## src/rtl/pinmux_pkg.sv

```systemverilog
package pinmux_pkg;

  // Function lane served by option 'opt' of pad 'pad'.
  function automatic int unsigned lane_of(input int unsigned pad,
                                          input int unsigned opt,
                                          input int unsigned nfn);
    return (pad + opt) % nfn;
  endfunction

  // An option is usable only below the per-pad option count.
  function automatic logic opt_ok(input int unsigned opt,
                                  input int unsigned nopts);
    return opt < nopts;
  endfunction

endpackage

```

## src/rtl/pinmux_sel_regs.sv

```systemverilog
module pinmux_sel_regs #(
  parameter int NUM_PADS = 4,
  parameter int SEL_W    = 2,
  parameter int ADDR_W   = 8,
  parameter int DATA_W   = 32,
  parameter int IDX_LO   = 2
) (
  input  logic                           clk,
  input  logic                           rst_n,
  input  logic                           acc_wr,
  input  logic                           acc_rd,
  input  logic [ADDR_W-1:0]              acc_addr,
  input  logic [DATA_W-1:0]              acc_wdata,
  output logic [DATA_W-1:0]              acc_rdata,
  output logic                           acc_err,
  output logic [NUM_PADS-1:0][SEL_W-1:0] sel_q
);
  localparam int IDX_W = ADDR_W - IDX_LO;

  logic [IDX_W-1:0]    idx;
  logic [IDX_LO-1:0]   sub;
  logic                addr_ok;
  logic [NUM_PADS-1:0] hit;
  logic [NUM_PADS-1:0] wr_hit;
  logic [SEL_W-1:0]    wsel;

  assign idx     = acc_addr[ADDR_W-1:IDX_LO];
  assign sub     = acc_addr[IDX_LO-1:0];
  assign addr_ok = (sub == '0) && (idx < IDX_W'(NUM_PADS));
  assign acc_err = (acc_wr | acc_rd) & ~addr_ok;
  assign wsel    = acc_wdata[SEL_W-1:0];

  for (genvar i = 0; i < NUM_PADS; i++) begin : g_reg
    assign hit[i]    = addr_ok && (idx == IDX_W'(i));
    assign wr_hit[i] = acc_wr & hit[i];

    always_ff @(posedge clk or negedge rst_n) begin
      if (!rst_n)         sel_q[i] <= '0;
      else if (wr_hit[i]) sel_q[i] <= wsel;
    end

    // written value appears at the next edge, truncated
    assert_write_lands_R2: assert property (@(posedge clk) disable iff (!rst_n)
      wr_hit[i] |=> sel_q[i] == $past(acc_wdata[SEL_W-1:0]));
    // a register keeps its value unless its own write occurs
    assert_hold_unless_hit_R4: assert property (@(posedge clk) disable iff (!rst_n)
      !wr_hit[i] |=> $stable(sel_q[i]));
  end

  always_comb begin
    acc_rdata = '0;
    for (int i = 0; i < NUM_PADS; i++)
      if (acc_rd && hit[i]) acc_rdata = DATA_W'(sel_q[i]);
  end

  // an invalid access never returns data
  assert_err_zero_data_R4: assert property (@(posedge clk) disable iff (!rst_n)
    acc_err |-> acc_rdata == '0);
  // at most one register can be addressed
  assert_single_hit_R2: assert property (@(posedge clk) disable iff (!rst_n)
    $onehot0(hit));
endmodule

```

## src/rtl/pinmux_pad_route.sv

```systemverilog
module pinmux_pad_route
  import pinmux_pkg::*;
#(
  parameter int NUM_PADS  = 4,
  parameter int NUM_FUNCS = 6,
  parameter int NUM_OPTS  = 3,
  parameter int SEL_W     = 2
) (
  input  logic                           clk,
  input  logic                           rst_n,
  input  logic [NUM_PADS-1:0][SEL_W-1:0] sel_q,
  input  logic [NUM_FUNCS-1:0]           fn_out,
  input  logic [NUM_FUNCS-1:0]           fn_oe,
  output logic [NUM_PADS-1:0]            pad_out,
  output logic [NUM_PADS-1:0]            pad_oe,
  output logic [NUM_PADS-1:0]            opt_valid
);
  for (genvar p = 0; p < NUM_PADS; p++) begin : g_pad
    always_comb begin
      pad_out[p]   = 1'b0;
      pad_oe[p]    = 1'b0;
      opt_valid[p] = 1'b0;
      for (int o = 0; o < (1 << SEL_W); o++) begin
        if (sel_q[p] == SEL_W'(o) && opt_ok(o, NUM_OPTS)) begin
          opt_valid[p] = 1'b1;
          pad_out[p]   = fn_out[lane_of(p, o, NUM_FUNCS)];
          pad_oe[p]    = fn_oe[lane_of(p, o, NUM_FUNCS)];
        end
      end
    end

    // a parked pad drives nothing
    assert_parked_quiet_R7: assert property (@(posedge clk) disable iff (!rst_n)
      !opt_valid[p] |-> (!pad_oe[p] && !pad_out[p]));
  end
endmodule

```

## src/rtl/pinmux_in_route.sv

```systemverilog
module pinmux_in_route
  import pinmux_pkg::*;
#(
  parameter int NUM_PADS  = 4,
  parameter int NUM_FUNCS = 6,
  parameter int SEL_W     = 2
) (
  input  logic                           clk,
  input  logic                           rst_n,
  input  logic [NUM_PADS-1:0][SEL_W-1:0] sel_q,
  input  logic [NUM_PADS-1:0]            opt_valid,
  input  logic [NUM_PADS-1:0]            pad_in,
  output logic [NUM_FUNCS-1:0]           fn_in,
  output logic [NUM_FUNCS-1:0]           fn_claimed
);
  for (genvar f = 0; f < NUM_FUNCS; f++) begin : g_lane
    always_comb begin
      fn_in[f]      = 1'b0;
      fn_claimed[f] = 1'b0;
      // scan downward so the lowest pad is written last and wins
      for (int p = NUM_PADS - 1; p >= 0; p--) begin
        if (opt_valid[p] &&
            lane_of(p, int'(sel_q[p]), NUM_FUNCS) == f) begin
          fn_in[f]      = pad_in[p];
          fn_claimed[f] = 1'b1;
        end
      end
    end

    // an unselected lane reads zero
    assert_unclaimed_zero_R8: assert property (@(posedge clk) disable iff (!rst_n)
      !fn_claimed[f] |-> !fn_in[f]);
  end
endmodule

```

## src/rtl/pinmux_top.sv

```systemverilog
module pinmux_top #(
  parameter int NUM_PADS  = 4,
  parameter int NUM_FUNCS = 6,
  parameter int NUM_OPTS  = 3,
  parameter int SEL_W     = 2,
  parameter int ADDR_W    = 8,
  parameter int DATA_W    = 32
) (
  input  logic                 clk,
  input  logic                 rst_n,
  input  logic                 acc_wr,
  input  logic                 acc_rd,
  input  logic [ADDR_W-1:0]    acc_addr,
  input  logic [DATA_W-1:0]    acc_wdata,
  output logic [DATA_W-1:0]    acc_rdata,
  output logic                 acc_err,
  input  logic [NUM_FUNCS-1:0] fn_out,
  input  logic [NUM_FUNCS-1:0] fn_oe,
  output logic [NUM_FUNCS-1:0] fn_in,
  input  logic [NUM_PADS-1:0]  pad_in,
  output logic [NUM_PADS-1:0]  pad_out,
  output logic [NUM_PADS-1:0]  pad_oe
);
  localparam int IDX_LO = 2;

  logic [NUM_PADS-1:0][SEL_W-1:0] sel_q;
  logic [NUM_PADS-1:0]            opt_valid;
  logic [NUM_FUNCS-1:0]           fn_claimed;

  pinmux_sel_regs #(
    .NUM_PADS(NUM_PADS), .SEL_W(SEL_W), .ADDR_W(ADDR_W),
    .DATA_W(DATA_W), .IDX_LO(IDX_LO)
  ) u_regs (
    .clk(clk), .rst_n(rst_n), .acc_wr(acc_wr), .acc_rd(acc_rd),
    .acc_addr(acc_addr), .acc_wdata(acc_wdata), .acc_rdata(acc_rdata),
    .acc_err(acc_err), .sel_q(sel_q)
  );

  pinmux_pad_route #(
    .NUM_PADS(NUM_PADS), .NUM_FUNCS(NUM_FUNCS), .NUM_OPTS(NUM_OPTS),
    .SEL_W(SEL_W)
  ) u_out (
    .clk(clk), .rst_n(rst_n), .sel_q(sel_q), .fn_out(fn_out),
    .fn_oe(fn_oe), .pad_out(pad_out), .pad_oe(pad_oe),
    .opt_valid(opt_valid)
  );

  pinmux_in_route #(
    .NUM_PADS(NUM_PADS), .NUM_FUNCS(NUM_FUNCS), .SEL_W(SEL_W)
  ) u_in (
    .clk(clk), .rst_n(rst_n), .sel_q(sel_q), .opt_valid(opt_valid),
    .pad_in(pad_in), .fn_in(fn_in), .fn_claimed(fn_claimed)
  );

  // with selects and lanes steady, a valid pad's enable is steady too
  assert_oe_follows_R6: assert property (@(posedge clk) disable iff (!rst_n)
    ($stable(sel_q) && $stable(fn_oe)) |-> $stable(pad_oe));
endmodule

```

## config.mk

```make
export PLATFORM = sky130hd
export DESIGN_NAME = pinmux_top
export DESIGN_NICKNAME = d
export VERILOG_FILES = /design/src/rtl/pinmux_pkg.sv /design/src/rtl/pinmux_sel_regs.sv /design/src/rtl/pinmux_pad_route.sv /design/src/rtl/pinmux_in_route.sv /design/src/rtl/pinmux_top.sv
export SDC_FILE = /design/constraint.sdc
export NUM_CORES = 1
export LEC_CHECK = 0
export BUFFER_PORTS_ARGS = -buffer_cell sky130_fd_sc_hd__buf_4
export CAP_MARGIN = 15
export CORE_ASPECT_RATIO = 1.25
export CORE_MARGIN = 8
export CORE_UTILIZATION = 37
export DETAILED_ROUTE_END_ITERATION = 12
export PLACE_DENSITY = 0.78
export SETUP_SLACK_MARGIN = 0.1
export SLEW_MARGIN = 15
export SYNTH_ARGS = -nofsm -noshare
export SYNTH_HDL_FRONTEND = slang
export SYNTH_SLANG_ARGS = --single-unit
```

## constraint.sdc

```tcl
create_clock -name clk -period 2.35 [get_ports clk]
set_clock_uncertainty 0.15 [all_clocks]
set_input_delay 0.47 -clock clk [delete_from_list [all_inputs] [get_ports clk]]
set_output_delay 0.47 -clock clk [all_outputs]
set_load 0.01 [all_outputs]
```

After elaboration in Yosys (flattened, before gate mapping)
Index checks and enable logic that the tools add are counted.

Flip-flop bits (word level): 8. Output and inout bits: 47.

Equality and inequality tests: 31. Divide/modulo/power cells: 4. $lt $le $gt $ge: 1. Multiplexer cells: 64. Bitwise gates (word level): 7. Add/sub/neg operators: 3. Reduce and logical (&&, ||, !) cells: 43.

Operators by type and width (number): 32-bit by 2-bit == test with 1-bit output (second input constant) (8); 32-bit by 3-bit == test with 1-bit output (second input constant) (8); 32-bit by 1-bit == test with 1-bit output (second input constant) (4); 32-bit zero test (4); 32-bit by 3-bit remainder unit with 32-bit output (second input constant) (3); 32-bit 2-to-1 mux (3); 1-bit 2-to-1 mux (60); 1-bit logical AND (33); 2-bit by 3-bit remainder unit with 32-bit output (second input constant) (1); 6-bit by 2-bit == test with 1-bit output (second input constant) (2); 2-bit zero test (5); 2-bit by 1-bit == test with 1-bit output (second input constant) (4); 2-bit == test (second input constant) (4); 2-bit by 2-bit adder with 3-bit output (first input constant) (2); 6-bit by 1-bit == test with 1-bit output (second input constant) (1); 6-bit zero test (1); 6-bit by 3-bit < comparator with 1-bit output (second input constant) (1); 1-bit bitwise AND (5); 1-bit by 2-bit adder with 3-bit output (first input constant) (1); 2-bit 2-to-1 mux (1); 1-bit NOT (1); 1-bit bitwise OR (1).

Depth between registers and ports, before layout
Depth after elaboration: 9. Mapped depth: 5.

Cells and area by module
A second synthesis with hierarchy kept.

Cell total of the unflattened synthesis: 151. Area total of the unflattened synthesis: 1308.8 sq um.

Modules (own cells, without submodules): pinmux_sel_regs (cells an instance 62, area an instance 655.6 sq um, instances 1); pinmux_in_route (cells an instance 65, area an instance 462.9 sq um, instances 1); pinmux_pad_route (cells an instance 24, area an instance 190.2 sq um, instances 1).

Worst setup path before layout
OpenSTA, ideal clock, no wires.

Kind: reg2out. Start: reg u_regs.sel_q[6] (netlist bit). End: out fn_in[2]. Cell stages (with the launch flop): 5. Buffers on the path: 0. Data arrival time: 1664 ps. Setup slack: 66 ps. Data required time: 1730 ps. Cells stage by stage: dfrtp_1 > inv_1 > ha_1 > or4_4 > a221oi_2.

Longest elaborated chain between the ends: 9. Elaborated cells on any way between the ends: 14. Those cells by class: add/sub: 1; div: 1; eq/ne: 3; mux: 7; reduce/logical: 2.

Ends and longest elaborated chain: start, declared (RTL line pinmux_sel_regs.sv:16) `output logic [NUM_PADS-1:0][SEL_W-1:0] sel_q`; start signal, assigned by index (RTL line pinmux_sel_regs.sv:39) `else if (wr_hit[i]) sel_q[i] <= wsel;`; branches (longest 4 deep; another with 32-bit by 3-bit remainder unit with 32-bit output); 1-bit logical AND * (RTL line pinmux_in_route.sv:22) `if (opt_valid[p] &&`; 1-bit 2-to-1 mux * (4 in a row) (RTL line pinmux_in_route.sv:22); end, declared (RTL line pinmux_top.sv:19) `output logic [NUM_FUNCS-1:0] fn_in,`.

Mark *: on every way between the ends.

Worst setup path after layout
Start: reg u_regs.sel_q[7] (netlist bit). End: out fn_in[2].

The elaborated chain is that of the path after synthesis.

==> results.sh <==
export IMPL_synth_top_cells_by_area="sky130_fd_sc_hd__buf_4, sky130_fd_sc_hd__dfrtp_1, sky130_fd_sc_hd__ha_1, sky130_fd_sc_hd__mux2_2, sky130_fd_sc_hd__nand2_1"
export IMPL_wl_per_cell_um=14.30
export IMPL_cts_sinks=8
export IMPL_yosys_area_share_xor_xnor=0
export IMPL_holdWs_ns=0.3106
export IMPL_synth_most_common_cell="sky130_fd_sc_hd__buf_4"
export IMPL_synthesis_instances=133
export IMPL_endpoint="fn_in[2]"
export IMPL_grt_pass1_wl_mm=4.843
export IMPL_largest_register_ffs=8
export IMPL_cts_htree_levels=1
export IMPL_clock_root_buffer="sky130_fd_sc_hd__clkbuf_4"
export IMPL_initial_utilization=0.3893
export IMPL_clk_insertion_delay_late_ns=0.26
export IMPL_global_route_usage_met1=0.1265
export IMPL_final_layout_size_suffix_gt1_frac=0.4821
export IMPL_routing_usage_on_met3=0.02983
export IMPL_p_leak_nw=0.8172
export IMPL_timing_max_transition_violations_final=0
export IMPL_num_vias=1077
export IMPL_power_frac_seq=0.296
export IMPL_num_cts_buffers=3
export IMPL_synth_flop_cell="sky130_fd_sc_hd__dfrtp_1"
export IMPL_cts_max_path_buffers=2
export IMPL_largest_registers="u_regs.sel_q: 8 flops"
export IMPL_max_cap_violations=0
export IMPL_port_buffers=46
export IMPL_place_detailed_instances=222
export IMPL_rr_endpoint="u_regs.sel_q[7]"
export IMPL_timing_setup_tns_ns=-0.2274
export IMPL_vias_in_the_first_global_route=1096
export IMPL_final_period_minus_worst_setup_slack_ns=2.523
export IMPL_gp_congestion=0.8174
export IMPL_final_cell_count_no_fill=231
export IMPL_cell_types_with_the_highest_counts_after_synthesis="sky130_fd_sc_hd__buf_4, sky130_fd_sc_hd__nand2_1, sky130_fd_sc_hd__ha_1"
export IMPL_rr_worst_depth=3
export IMPL_post_synth_num_cell_types=32
export IMPL_wl_mm=3.303
export IMPL_setup_reg_to_reg_worst_slack_ns=1.17
export IMPL_fp_dieArea_um2=5185
export IMPL_main_combinational_cell_family_by_area_after_synthesis="buffers and inverters"
export IMPL_synth_seq_cells=8
export IMPL_synth_top_area_frac=0.2011
export IMPL_layout_nets=268
export IMPL_grt_antenna_before_repair=0
export IMPL_detailedRoute_firstPassIterationCount=4
export IMPL_timing_final_hold_violations=0
export IMPL_synth_compound_area_share=0.1038
export IMPL_area_growth_from_synthesis_to_layout_pct=44.00
export IMPL_tritoncts="built"
export IMPL_cp_data_required_time_ns=1.73
export IMPL_core_area_um2=2973
export IMPL_critPathKind="reg -> out"
export IMPL_synth_warning_count=0
export IMPL_synth_edff_count=0
export IMPL_post_route_drc_count=0
export IMPL_floorplan_die_height_um=78.53
export IMPL_fin_ws_ns=-0.1729
export IMPL_power_density_nw_per_um2=310.3
export IMPL_crit_path_start="u_regs.sel_q[7]"
export IMPL_timing_final_setup_violations=2
export IMPL_switching_power_w=0.0001802
export IMPL_pin_count=107
export IMPL_synthMuxAreaShare=0.1741
export IMPL_rsz0062_at_grt="yes"
export IMPL_register_with_the_highest_flop_count="u_regs.sel_q"
export IMPL_worst_ir_drop_vdd_uv=206.5
export IMPL_postSynth_asyncResetShare=1.000
export IMPL_hpwl_mm=2.717
export IMPL_grt_busiest_layer="met2"
export IMPL_worstSetupStartpointType="flip-flop"
export IMPL_mapped_avg_cell_area_um2=8.702
export IMPL_comb_power_frac=0.500
export IMPL_outcome="finished, violations left"
export IMPL_overflow=0
export IMPL_first_iter_violations=60
export IMPL_power_w=0.0005171
export IMPL_placementRows=22
export IMPL_clkTransAtPathRegs_ns=0.06
export IMPL_p_sw_frac=0.3485
export IMPL_fin_crit_sh=1.074
export IMPL_clkPwrFrac=0.204
export IMPL_timing_critical_path_arrival_ns=1.90
export IMPL_synth_top_cell_by_area="sky130_fd_sc_hd__buf_4"
export IMPL_final_util=0.5606
export IMPL_hold_path_class="in -> reg"
export IMPL_failed_checks="setup timing"
export IMPL_grt_util_met2=0.2023
export IMPL_antenna_left=0
export IMPL_die_x_um=66.03
export IMPL_vias_per_cell=4.662
export IMPL_timing_hold_worst_start="acc_wdata[1]"
export IMPL_synth_adder_area_share=0.1189
export IMPL_r2r_start="u_regs.sel_q[7]"
export IMPL_antenna_cells=0
export IMPL_top_fanout_value_on_the_critical_path=3
export IMPL_yosysSeqAreaShare=0.1730
export IMPL_synthSimpleGateAreaFrac=0.2032
export IMPL_timing_fmax_mhz=396.4
export IMPL_mappedNetlistArea_um2=1157
export IMPL_timing_critical_path_to_type="primary output"
export IMPL_grt_max_degree=9
export IMPL_internal_power_w=0.0003369
export IMPL_grtUsageTotal=0.1123
==> per-stage QoR <==
stage	setup WS [ns]	cell area, um^2
floorplan	0.1004	1277
global placement	0.02356	1506
detailed placement	-0.007179	1506
CTS	-0.2139	1610
global route	-0.2271	1667
finish	-0.1729	1667
==> per-layer routing <==
layer | routed length, um | part of all wire
met1 | 1241 | 0.38
met2 | 1578 | 0.48
met3 | 437 | 0.13
met4 | 45 | 0.014
met5 | 0 | 0
==> worst min-delay path by stage <==
stage | to | cells past startpoint | slack (ns)
after floorplan | u_regs.sel_q[0] | 0 | 0.02
after global placement | u_regs.sel_q[0] | 1 | 0.14
after detailed placement | u_regs.sel_q[0] | 1 | 0.14
after CTS | u_regs.sel_q[1] | 2 | 0.31
after global routing | u_regs.sel_q[2] | 2 | 0.32
final | u_regs.sel_q[1] | 2 | 0.31
==> layout by cell type (no fill, tap or decap), drive strengths merged, types with 2 or more instances in the layout <==
cell,instances
buf,61
conb,30
nand2,14
ha,11
o21ai,10
mux2,10
dfrtp,8
nor2,6
inv,6
nor2b,5
mux2i,4
clkbuf,3
a21oi,3
nand3,2
mux4,2
nor3b,2
and3b,2
a22oi,2
nand4b,2
nand2b,2
==> power by group through the flow <==
| stage | sequential, W | combinational [W] | clock [W] |
|---|---|---|---|
| finish | 0.000153 | 0.000259 | 0.000106 |
| floorplan | 0.000153 | 0.000152 | 0 |
| detailed placement | 0.000155 | 0.000230 | 0 |
| global placement | 0.000154 | 0.000226 | 0 |
| CTS | 0.000153 | 0.000242 | 0.000108 |
| global route | 0.000154 | 0.000280 | 0.000118 |
==> final cells by class <==
| class | count | area, um^2 |
|---|---|---|
| Clock buffer | 3 | 22.52 |
| Timing Repair Buffer | 62 | 490.5 |
| Fill cell | 268 | 1306 |
| Inverter | 6 | 22.52 |
| Sequential cell | 8 | 201.4 |
| Multi-Input combinational cell | 116 | 884.6 |
| Tap cell | 36 | 45.04 |
==> what timing repair did <==
item,CTS,global route
endpoints found under the hold margin,8,0
hold buffers,1,0
resized for setup,11,17
buffers inserted,4,2
setup endpoints to repair,2,8
cloned,0,0
pin swaps,4,5
==> critical path: stages, from the launching register on <==
cell and delay (ns):
sky130_fd_sc_hd__dfrtp_1 0.41, sky130_fd_sc_hd__inv_2 0.10, sky130_fd_sc_hd__ha_4 0.14, sky130_fd_sc_hd__nand2_2 0.04
sky130_fd_sc_hd__or4_4 0.53, sky130_fd_sc_hd__a221oi_4 0.25, sky130_fd_sc_hd__buf_4 0.17
==> cell families (layout without fill, tap and decap cells) <==
group                      after synthesis  after routing
and+or+nand+nor                         40             40
buffers and inverters                   38             71
AOI/OAI and AO/OA                       19             19
muxes                                   16             16
adders and majority gates               11             11
DFF                                      8              8
other                                    1             30
(Power assumes the default switching activity.)
